File: src/rtl/pcm_tx_pkg.sv
package pcm_tx_pkg;
  typedef enum logic [1:0] {
    TX_IDLE  = 2'd0,
    TX_ARMED = 2'd1,
    TX_SHIFT = 2'd2,
    TX_TAIL  = 2'd3
  } tx_state_e;
endpackage

File: src/rtl/pcm_tx_sync.sv
module pcm_tx_sync #(
  parameter int W      = 2,
  parameter int STAGES = 2
) (
  input  logic         clk,
  input  logic         rst_n,
  input  logic [W-1:0] din,
  output logic [W-1:0] lvl,
  output logic [W-1:0] rise,
  output logic [W-1:0] fall
);
  logic [STAGES-1:0][W-1:0] stg_q;
  logic [W-1:0]             prev_q;

  always_ff @(posedge clk or negedge rst_n) begin
    if (!rst_n) stg_q[0] <= '0;
    else        stg_q[0] <= din;
  end

  generate
    for (genvar s = 1; s < STAGES; s++) begin : g_stage
      always_ff @(posedge clk or negedge rst_n) begin
        if (!rst_n) stg_q[s] <= '0;
        else        stg_q[s] <= stg_q[s-1];
      end
    end
  endgenerate

  always_ff @(posedge clk or negedge rst_n) begin
    if (!rst_n) prev_q <= '0;
    else        prev_q <= stg_q[STAGES-1];
  end

  assign lvl  = stg_q[STAGES-1];
  assign rise = lvl & ~prev_q;
  assign fall = ~lvl & prev_q;
endmodule

File: src/rtl/pcm_tx_mode.sv
module pcm_tx_mode #(
  parameter int LONG_MIN = 2,
  localparam int CW      = $clog2(LONG_MIN + 1)
) (
  input  logic clk,
  input  logic rst_n,
  input  logic accept,
  input  logic fs_lvl,
  input  logic fs_fall,
  input  logic bclk_fall,
  output logic long_mode
);
  logic          meas_q, meas_n;
  logic [CW-1:0] cnt_q, cnt_n;
  logic          long_q, long_n;

  always_comb begin
    meas_n = meas_q;
    cnt_n  = cnt_q;
    long_n = long_q;
    if (accept) begin
      meas_n = 1'b1;
      cnt_n  = '0;
    end else if (meas_q) begin
      if (fs_lvl && bclk_fall && (cnt_q != CW'(LONG_MIN)))
        cnt_n = cnt_q + 1'b1;
      if (fs_fall) begin
        meas_n = 1'b0;
        long_n = (cnt_q >= CW'(LONG_MIN));
      end
    end
  end

  always_ff @(posedge clk or negedge rst_n) begin
    if (!rst_n) begin
      meas_q <= 1'b0;
      cnt_q  <= '0;
      long_q <= 1'b0;
    end else begin
      meas_q <= meas_n;
      cnt_q  <= cnt_n;
      long_q <= long_n;
    end
  end

  assign long_mode = long_q;


  mode_on_fs_fall_chk: assert property (@(posedge clk) disable iff (!rst_n)
    !$stable(long_q) |-> $past(fs_fall));
endmodule

File: src/rtl/pcm_tx_shift.sv
module pcm_tx_shift
  import pcm_tx_pkg::*;
#(
  parameter int W   = 8,
  localparam int CW = $clog2(W + 1)
) (
  input  logic         clk,
  input  logic         rst_n,
  input  logic         load,
  input  logic [W-1:0] code,
  input  logic         long_mode,
  input  logic         bclk_lvl,
  input  logic         bclk_rise,
  input  logic         bclk_fall,
  input  logic         fs_lvl,
  input  logic         fs_rise,
  input  logic         fs_fall,
  output logic         idle,
  output logic         dout,
  output logic         oe
);
  tx_state_e     st_q, st_n;
  logic [W-1:0]  buf_q, buf_n;
  logic [W-1:0]  sreg_q, sreg_n;
  logic [CW-1:0] cnt_q, cnt_n;
  logic          oe_q, oe_n;
  logic          fresh_q, fresh_n;
  logic          fseen_q, fseen_n;
  logic          fl_q, fl_n;
  logic          start;

  always_comb begin
    st_n    = st_q;
    buf_n   = load ? code : buf_q;
    sreg_n  = sreg_q;
    cnt_n   = cnt_q;
    oe_n    = oe_q;
    fresh_n = fresh_q;
    fseen_n = fseen_q;
    fl_n    = fl_q;
    start   = 1'b0;

    if (fs_rise && st_q == TX_IDLE) fresh_n = 1'b1;
    if (fs_fall)                    fresh_n = 1'b0;

    case (st_q)
      TX_IDLE: begin
        fl_n = long_mode;
        if (long_mode) begin
          if (fs_rise) begin
            fresh_n = 1'b0;
            if (bclk_lvl) start = 1'b1;
            else          st_n  = TX_ARMED;
          end
        end else if (bclk_fall && fs_lvl && fresh_q) begin
          fresh_n = 1'b0;
          st_n    = TX_ARMED;
        end
      end
      TX_ARMED: begin
        if (bclk_rise) start = 1'b1;
      end
      TX_SHIFT: begin
        if (bclk_rise) begin
          sreg_n = {sreg_q[W-2:0], 1'b0};
          cnt_n  = cnt_q + 1'b1;
          if (cnt_q == CW'(W - 1)) begin
            st_n    = TX_TAIL;
            fseen_n = 1'b0;
          end
        end
      end
      TX_TAIL: begin
        if (fl_q) begin
          fseen_n = fseen_q | bclk_fall;
          if ((fseen_q || bclk_fall) && !fs_lvl) begin
            st_n = TX_IDLE;
            oe_n = 1'b0;
          end
        end else if (bclk_fall) begin
          st_n = TX_IDLE;
          oe_n = 1'b0;
        end
      end
      default: st_n = TX_IDLE;
    endcase

    if (start) begin
      st_n   = TX_SHIFT;
      sreg_n = buf_q;
      cnt_n  = CW'(1);
      oe_n   = 1'b1;
    end
  end

  always_ff @(posedge clk or negedge rst_n) begin
    if (!rst_n) begin
      st_q    <= TX_IDLE;
      buf_q   <= '0;
      sreg_q  <= '0;
      cnt_q   <= '0;
      oe_q    <= 1'b0;
      fresh_q <= 1'b0;
      fseen_q <= 1'b0;
      fl_q    <= 1'b0;
    end else begin
      st_q    <= st_n;
      buf_q   <= buf_n;
      sreg_q  <= sreg_n;
      cnt_q   <= cnt_n;
      oe_q    <= oe_n;
      fresh_q <= fresh_n;
      fseen_q <= fseen_n;
      fl_q    <= fl_n;
    end
  end

  assign idle = (st_q == TX_IDLE);
  assign dout = sreg_q[W-1];
  assign oe   = oe_q;


  oe_on_edge_chk: assert property (@(posedge clk) disable iff (!rst_n)
    $rose(oe_q) |-> $past(bclk_rise || fs_rise));

  oe_off_edge_chk: assert property (@(posedge clk) disable iff (!rst_n)
    $fell(oe_q) |-> $past(bclk_fall || fs_fall));

  bit_count_chk: assert property (@(posedge clk) disable iff (!rst_n)
    cnt_q <= CW'(W));

  busy_keeps_oe_chk: assert property (@(posedge clk) disable iff (!rst_n)
    (st_q == TX_SHIFT) |=> oe_q);
endmodule

File: src/rtl/pcm_tx_port.sv
module pcm_tx_port #(
  parameter int WORD_W   = 8,
  parameter int SYNC_STG = 2,
  parameter int LONG_MIN = 2
) (
  input  logic              clk,
  input  logic              rst_n,
  input  logic              load_i,
  input  logic [WORD_W-1:0] code_i,
  input  logic              bclk_i,
  input  logic              fsync_i,
  output logic              dout_o,
  output logic              dout_oe_o,
  output logic              long_mode_o
);
  localparam int BIT_BCLK = 0;
  localparam int BIT_FS   = 1;

  logic [1:0] lvl, rise, fall;
  logic       idle, long_mode;

  pcm_tx_sync #(.W(2), .STAGES(SYNC_STG)) sync_i (
    .clk  (clk),
    .rst_n(rst_n),
    .din  ({fsync_i, bclk_i}),
    .lvl  (lvl),
    .rise (rise),
    .fall (fall)
  );

  pcm_tx_mode #(.LONG_MIN(LONG_MIN)) mode_i (
    .clk      (clk),
    .rst_n    (rst_n),
    .accept   (rise[BIT_FS] & idle),
    .fs_lvl   (lvl[BIT_FS]),
    .fs_fall  (fall[BIT_FS]),
    .bclk_fall(fall[BIT_BCLK]),
    .long_mode(long_mode)
  );

  pcm_tx_shift #(.W(WORD_W)) shift_i (
    .clk      (clk),
    .rst_n    (rst_n),
    .load     (load_i),
    .code     (code_i),
    .long_mode(long_mode),
    .bclk_lvl (lvl[BIT_BCLK]),
    .bclk_rise(rise[BIT_BCLK]),
    .bclk_fall(fall[BIT_BCLK]),
    .fs_lvl   (lvl[BIT_FS]),
    .fs_rise  (rise[BIT_FS]),
    .fs_fall  (fall[BIT_FS]),
    .idle     (idle),
    .dout     (dout_o),
    .oe       (dout_oe_o)
  );

  assign long_mode_o = long_mode;
endmodule

File: config.mk
export PLATFORM = sky130hd
export DESIGN_NAME = pcm_tx_port
export DESIGN_NICKNAME = d
export VERILOG_FILES = /design/src/rtl/pcm_tx_pkg.sv /design/src/rtl/pcm_tx_sync.sv /design/src/rtl/pcm_tx_mode.sv /design/src/rtl/pcm_tx_shift.sv /design/src/rtl/pcm_tx_port.sv
export SDC_FILE = /design/constraint.sdc
export NUM_CORES = 1
export LEC_CHECK = 0
export ABC_AREA = 1
export ABC_CLOCK_PERIOD_IN_PS = 2100
export BUFFER_PORTS_ARGS = -buffer_cell sky130_fd_sc_hd__clkbuf_2
export CAP_MARGIN = 20
export CELL_PAD_IN_SITES_DETAIL_PLACEMENT = 1
export CELL_PAD_IN_SITES_GLOBAL_PLACEMENT = 2
export CORE_MARGIN = 3
export CORE_UTILIZATION = 25
export DETAILED_ROUTE_END_ITERATION = 12
export GPL_TIMING_DRIVEN = 0
export PLACE_DENSITY = 0.57
export SLEW_MARGIN = 30
export SYNTH_ARGS = -nofsm -noshare
export SYNTH_HDL_FRONTEND = slang
export SYNTH_HIERARCHICAL = 1
export SYNTH_SLANG_ARGS = --single-unit
File: constraint.sdc
create_clock -name clk -period 2.1 [get_ports clk]
set_input_delay 0.63 -clock clk [delete_from_list [all_inputs] [get_ports clk]]
set_output_delay 0.63 -clock clk [all_outputs]
set_load 0.02 [all_outputs]
## Yosys cells after proc, flatten, opt, wreduce, memory -nomap -nowiden

Index checks and enable logic that the tools add are counted.

- Input port bits: 13
- Output and inout bits: 3
- Bits in registers: 36

- Bitwise operators: 7
- Add/subtract/negate cells: 2
- Mux-type cells: 43
- $lt $le $gt $ge: 1
- Reduce and logical (&&, ||, !) cells: 22
- Eq/ne operators: 16

Operator list:

| kind | count |
|---|---|
| $mux W2 | 13 |
| $mux W8 | 3 |
| $mux W1 | 21 |
| $mux W4 | 3 |
| $reduce_bool A2 Y1 | 6 |
| $ne A4 B3 Y1 const B | 2 |
| $reduce_and A8 Y1 | 1 |
| $pmux W2 S3 | 1 |
| $reduce_and A3 Y1 | 2 |
| $logic_and A1 B1 Y1 | 5 |
| $add A4 B1 Y4 const B | 1 |
| $and A2 B2 Y2 | 2 |
| $eq A2 B2 Y1 const B | 2 |
| $eq A4 B3 Y1 const B | 1 |
| $ne A2 B1 Y1 const B | 2 |
| $ne A2 B2 Y1 const B | 2 |
| $ne A4 B1 Y1 const B | 1 |
| $ne A4 B2 Y1 const B | 1 |
| $ne A4 B4 Y1 const B | 1 |
| $not A2 Y2 | 2 |
| $pmux W1 S2 | 2 |
| $reduce_and A2 Y1 | 2 |
| $reduce_and A4 Y1 | 1 |
| $reduce_bool A4 Y1 | 1 |
| other kinds (13) | 13 |

## Longest topological paths before layout

- Word-level depth: 8
- Mapped depth: 9

## Modules after synthesis

Netlist, hierarchy kept.

Modules (own cells, without submodules):

| module | sequential area each (µm²) | cells an instance | area an instance (µm²) | instances |
|---|---|---|---|---|
| pcm_tx_shift | 650.6 | 139 | 1275.0 | 1 |
| pcm_tx_mode | 100.1 | 27 | 209.0 | 1 |
| pcm_tx_sync | 150.1 | 16 | 195.2 | 1 |
| pcm_tx_port | 0.0 | 2 | 7.5 | 1 |

## Least setup slack after synthesis

No wires, ideal clock.

- Path kind: register to register
- Start: register sync_i.stg_q (netlist bit sync_i/lvl[1])
- End: register shift_i.cnt_q[1]
- Setup slack: 685 ps
- Arrival: 1296 ps
- Library setup time: 119 ps
- Stages on the path, launching flop included: 8
- Cells stage by stage: dfrtp_1 > inv_1 > nor2_1 > nand3_1 > o21ai_4 > nor2_4 > a22oi_2 > inv_1

- Cells in the longest elaborated chain, start to end: 6
- Elaborated cells on any way between the ends: 8

Ends and longest elaborated chain:

| what | line | RTL |
|---|---|---|
| start: declaration | pcm_tx_sync.sv:12 | `logic [STAGES-1:0][W-1:0] stg_q;` |
| start signal: indexed assignment | pcm_tx_sync.sv:24 | `else stg_q[s] <= stg_q[s-1];` |
| $and A2 B2 Y2 (*) | pcm_tx_sync.sv:35 | `assign rise = lvl & ~prev_q;` |
| via rise[1] | pcm_tx_port.sv:19 | `logic [1:0] lvl, rise, fall;` |
| $mux W1 (*) | pcm_tx_shift.sv:50 | `if (fs_rise) begin` |
| $mux W1 (*) | pcm_tx_shift.sv:49 | `if (long_mode) begin` |
| $pmux W1 S2 (*) | pcm_tx_shift.sv:46 | `case (st_q)` |
| $reduce_bool A2 Y1 (no line) | - |  |
| $reduce_and A2 Y1 (no line) | - |  |
| end signal: assignment | pcm_tx_shift.sv:110 | `cnt_q <= cnt_n;` |
| end: declaration | pcm_tx_shift.sv:25 | `logic [CW-1:0] cnt_q, cnt_n;` |

The timed path passes the listed nets; every way through them passes the cells marked *.
A chain may end at the register's enable or synchronous reset.

## Worst setup path after layout

Same ends and word-level chain as after synthesis.

==> flow_summary.ini <==
[clock_network]
root_buffer = clkbuf_8
cts_num_sinks = 36
numCtsBuffers = 5
hold_buffers = 0
cts_setup_buffers = 0
clockBufferDepth = 2
clkTransAtPathRegs_ps = 70
cts_max_level = 2
tritoncts = yes
cts_resized = 0
clock_latency_ps = 280

[finish]
nets = 221
final_cell_mix = nand2_1, dfrtp_1, nor2_1, inv_1, clkbuf_2
area_growth_pct = 15.7
diodes = 0
stdcell_area_um2 = 1950
layout-drive-gt1-share_pct = 24.2
layout_commonest_cell = nand2_1
nFillCells = 765

[power]
p_per_area_nw_per_um2 = 1110
power_uw = 2160
ir_drop_mv = 0.335
power_leakage_uw = 0.000992

[detailed_routing]
wl_met3_um = 106
wl_per_cell_um = 12.8
vias_per_cell = 4.46
ant_nets = 0
routed-via-count = 1266
first_pass_iters = 6
top_layer_used = met4
wl_met1_um = 1800
wirelength_um = 3650
drtIter0Drc = 53
drc = 0
wl_met2_um = 1720

[synth]
netlist_area_um2 = 1690
synth_top_flop_cell = dfrtp_1
syn_inst = 184
async_flop_share_pct = 100
yosysSeqAreaShare_pct = 53.4
ys_types = 30
synth_edf_count = 0
yosysWarnings = 6
synth-seq-cells = 36
avgSynthCellArea_um2 = 9.17
synth_nets = 199

[timing]
hold_viol_final = 0
rsz0062_at_grt = false
min_period_over_period_pct = 84.1
slew_headroom_pct = 68.4
fin_setup_tns_ps = 0
drv_slew = 0
fmax_ghz = 0.566
setup_viol = 0
worstMarginPinSlew_ps = 475
final.setup.worst_slack_ps = 334
fin_skew_ps = 4.67
period_minus_slack_ps = 1770

[min_path]
min_path_type = input port to async pin

[setup_path]
path_class = register to register
cp_slowest_cell = o21ai_4
critPathMaxStageDelay_ps = 400
worstPathRequired_ps = 2280
crit_buf_inv = 2
crit_family = simple AND/OR/NAND/NOR gates
crit_arrival_ps = 1940
crit_path_end_kind = register
path_cells = inv_1 > nor2_1 > nand3_1 > o21ai_4 > nor2_4 > a22oi_2 > inv_1
cp-start-kind = register
path_max_fanout = 10
worst_path_most_repeated_cell = inv_1

[floorplan]
io_pins = 16
die_w_um = 88.1
core_um2 = 6460
die_h_um = 88.1
die_area_um2 = 7770
initial_core_util_pct = 26.1
rows = 29

[placed_design]
pre_cts_ws_ps = 324
dpl.hpwl_um = 2630
numPortBuffers = 15
placed_area_um2 = 1860
gp_congestion = 0.734

[grt]
grt_max_degree = 37
overflow = 0
grt_pass1_vias = 1319
grt_pass1_wl_um = 6350
grtUsageTotal_pct = 10.7
antenna_found_initial = 0

[run_status]
outcome = finished, final reports clean

[flow_run]
drv_cap = 0
## cell usage after synthesis, types with 2 or more instances
master | n | area, µm²
nand2_2 | 3 | 18.8
nor2_1 | 21 | 78.8
nand2_1 | 37 | 139
nand2_4 | 2 | 22.5
a22oi_1 | 5 | 37.5
dfrtp_1 | 36 | 901
nand3_1 | 9 | 45.0
mux2_2 | 5 | 56.3
nor2_2 | 3 | 18.8
buf_4 | 2 | 15.0
a21oi_1 | 3 | 15.0
o211ai_1 | 2 | 15.0
nor3_1 | 3 | 15.0
nor2_4 | 2 | 22.5
ha_1 | 2 | 25.0
nand4_1 | 2 | 12.5
inv_1 | 19 | 71.3
o21ai_1 | 2 | 10.0
inv_2 | 5 | 18.8
o21ai_0 | 11 | 55.1
## power breakdown
part / total (µW) / internal (µW) / switching (µW)
clock network: 506 / 268 / 238
logic: 651 / 250 / 401
registers: 1000 / 870 / 132
total: 2160 / 1390 / 772
## cell type report
type | count | area [µm²] | share of cell area, %
tap | 77 | 96.3 | 4.94
clock buffer | 8 | 90.1 | 4.62
inverter | 25 | 96.3 | 4.94
timing repair buffer | 15 | 77.6 | 3.98
sequential | 36 | 901 | 46.2
multi-input combinational | 119 | 658 | 33.7
buffer | 4 | 31.3 | 1.60
## flip-flops by register name (all words and copies together) (netlist names)
signal / count
sync_i/lvl: 2
shift_i/fseen_q: 1
mode_i/meas_q: 1
mode_i/cnt_q: 2
shift_i/oe: 1
shift_i/fl_q: 1
shift_i/cnt_q: 4
shift_i/fresh_q: 1
sync_i/stg_q: 2
mode_i/long_mode: 1
shift_i/buf_q: 8
shift_i/st_q: 2
shift_i/sreg_q: 8
sync_i/prev_q: 2
## worst paths after layout
check / from / endpoint / slack, ps / cells past startpoint
worst max-delay path: sync_i/lvl[1] / shift_i/cnt_q[1] / 330 / 7
worst max register to register: sync_i/lvl[1] / shift_i/cnt_q[1] / 330 / 7
min in group clk: sync_i/stg_q[1] / sync_i/lvl[1] / 350 / 0
worst min-delay path: rst_n / shift_i/fseen_q / 290 / 1
worst min register to register: sync_i/stg_q[1] / sync_i/lvl[1] / 350 / 0
max in group asynchronous: rst_n / sync_i/prev_q[0] / 1460 / 1
## logic make-up after synthesis
group	share of synthesized area, %
xor+xnor	0.519
mux	3.34
fa+ha+maj	1.48
simple gates	22.7
buf+inv	7.57
compound gates	11.0
flops	53.4
## per-layer routing
layer / up-vias / track usage [%]
met5: - / 0
met4: 0 / 4.12
met3: 2 / 3.20
met2: 11 / 16.2
met1: 618 / 14.3
li1: 635 / -
## worst reg2reg max path, delay by kind of cell (launching register included)
family	cells	cell delay [ps]
AND/OR/NAND/NOR	3	630
AO/OA/AOI/OAI	2	540
flip-flops	1	390
buffers and inverters	2	100
## through the flow
step | instances | hold slack, ps | utilization [%]
CTS | 284 | 353 | 30.2
detailed placement | 276 | 336 | 28.8
floorplan | 184 | 331 | -
global route | 284 | 334 | 30.2
finish | 284 | 294 | 30.2
global placement | 276 | 331 | 28.8
Power figures use the tool's default switching activity.
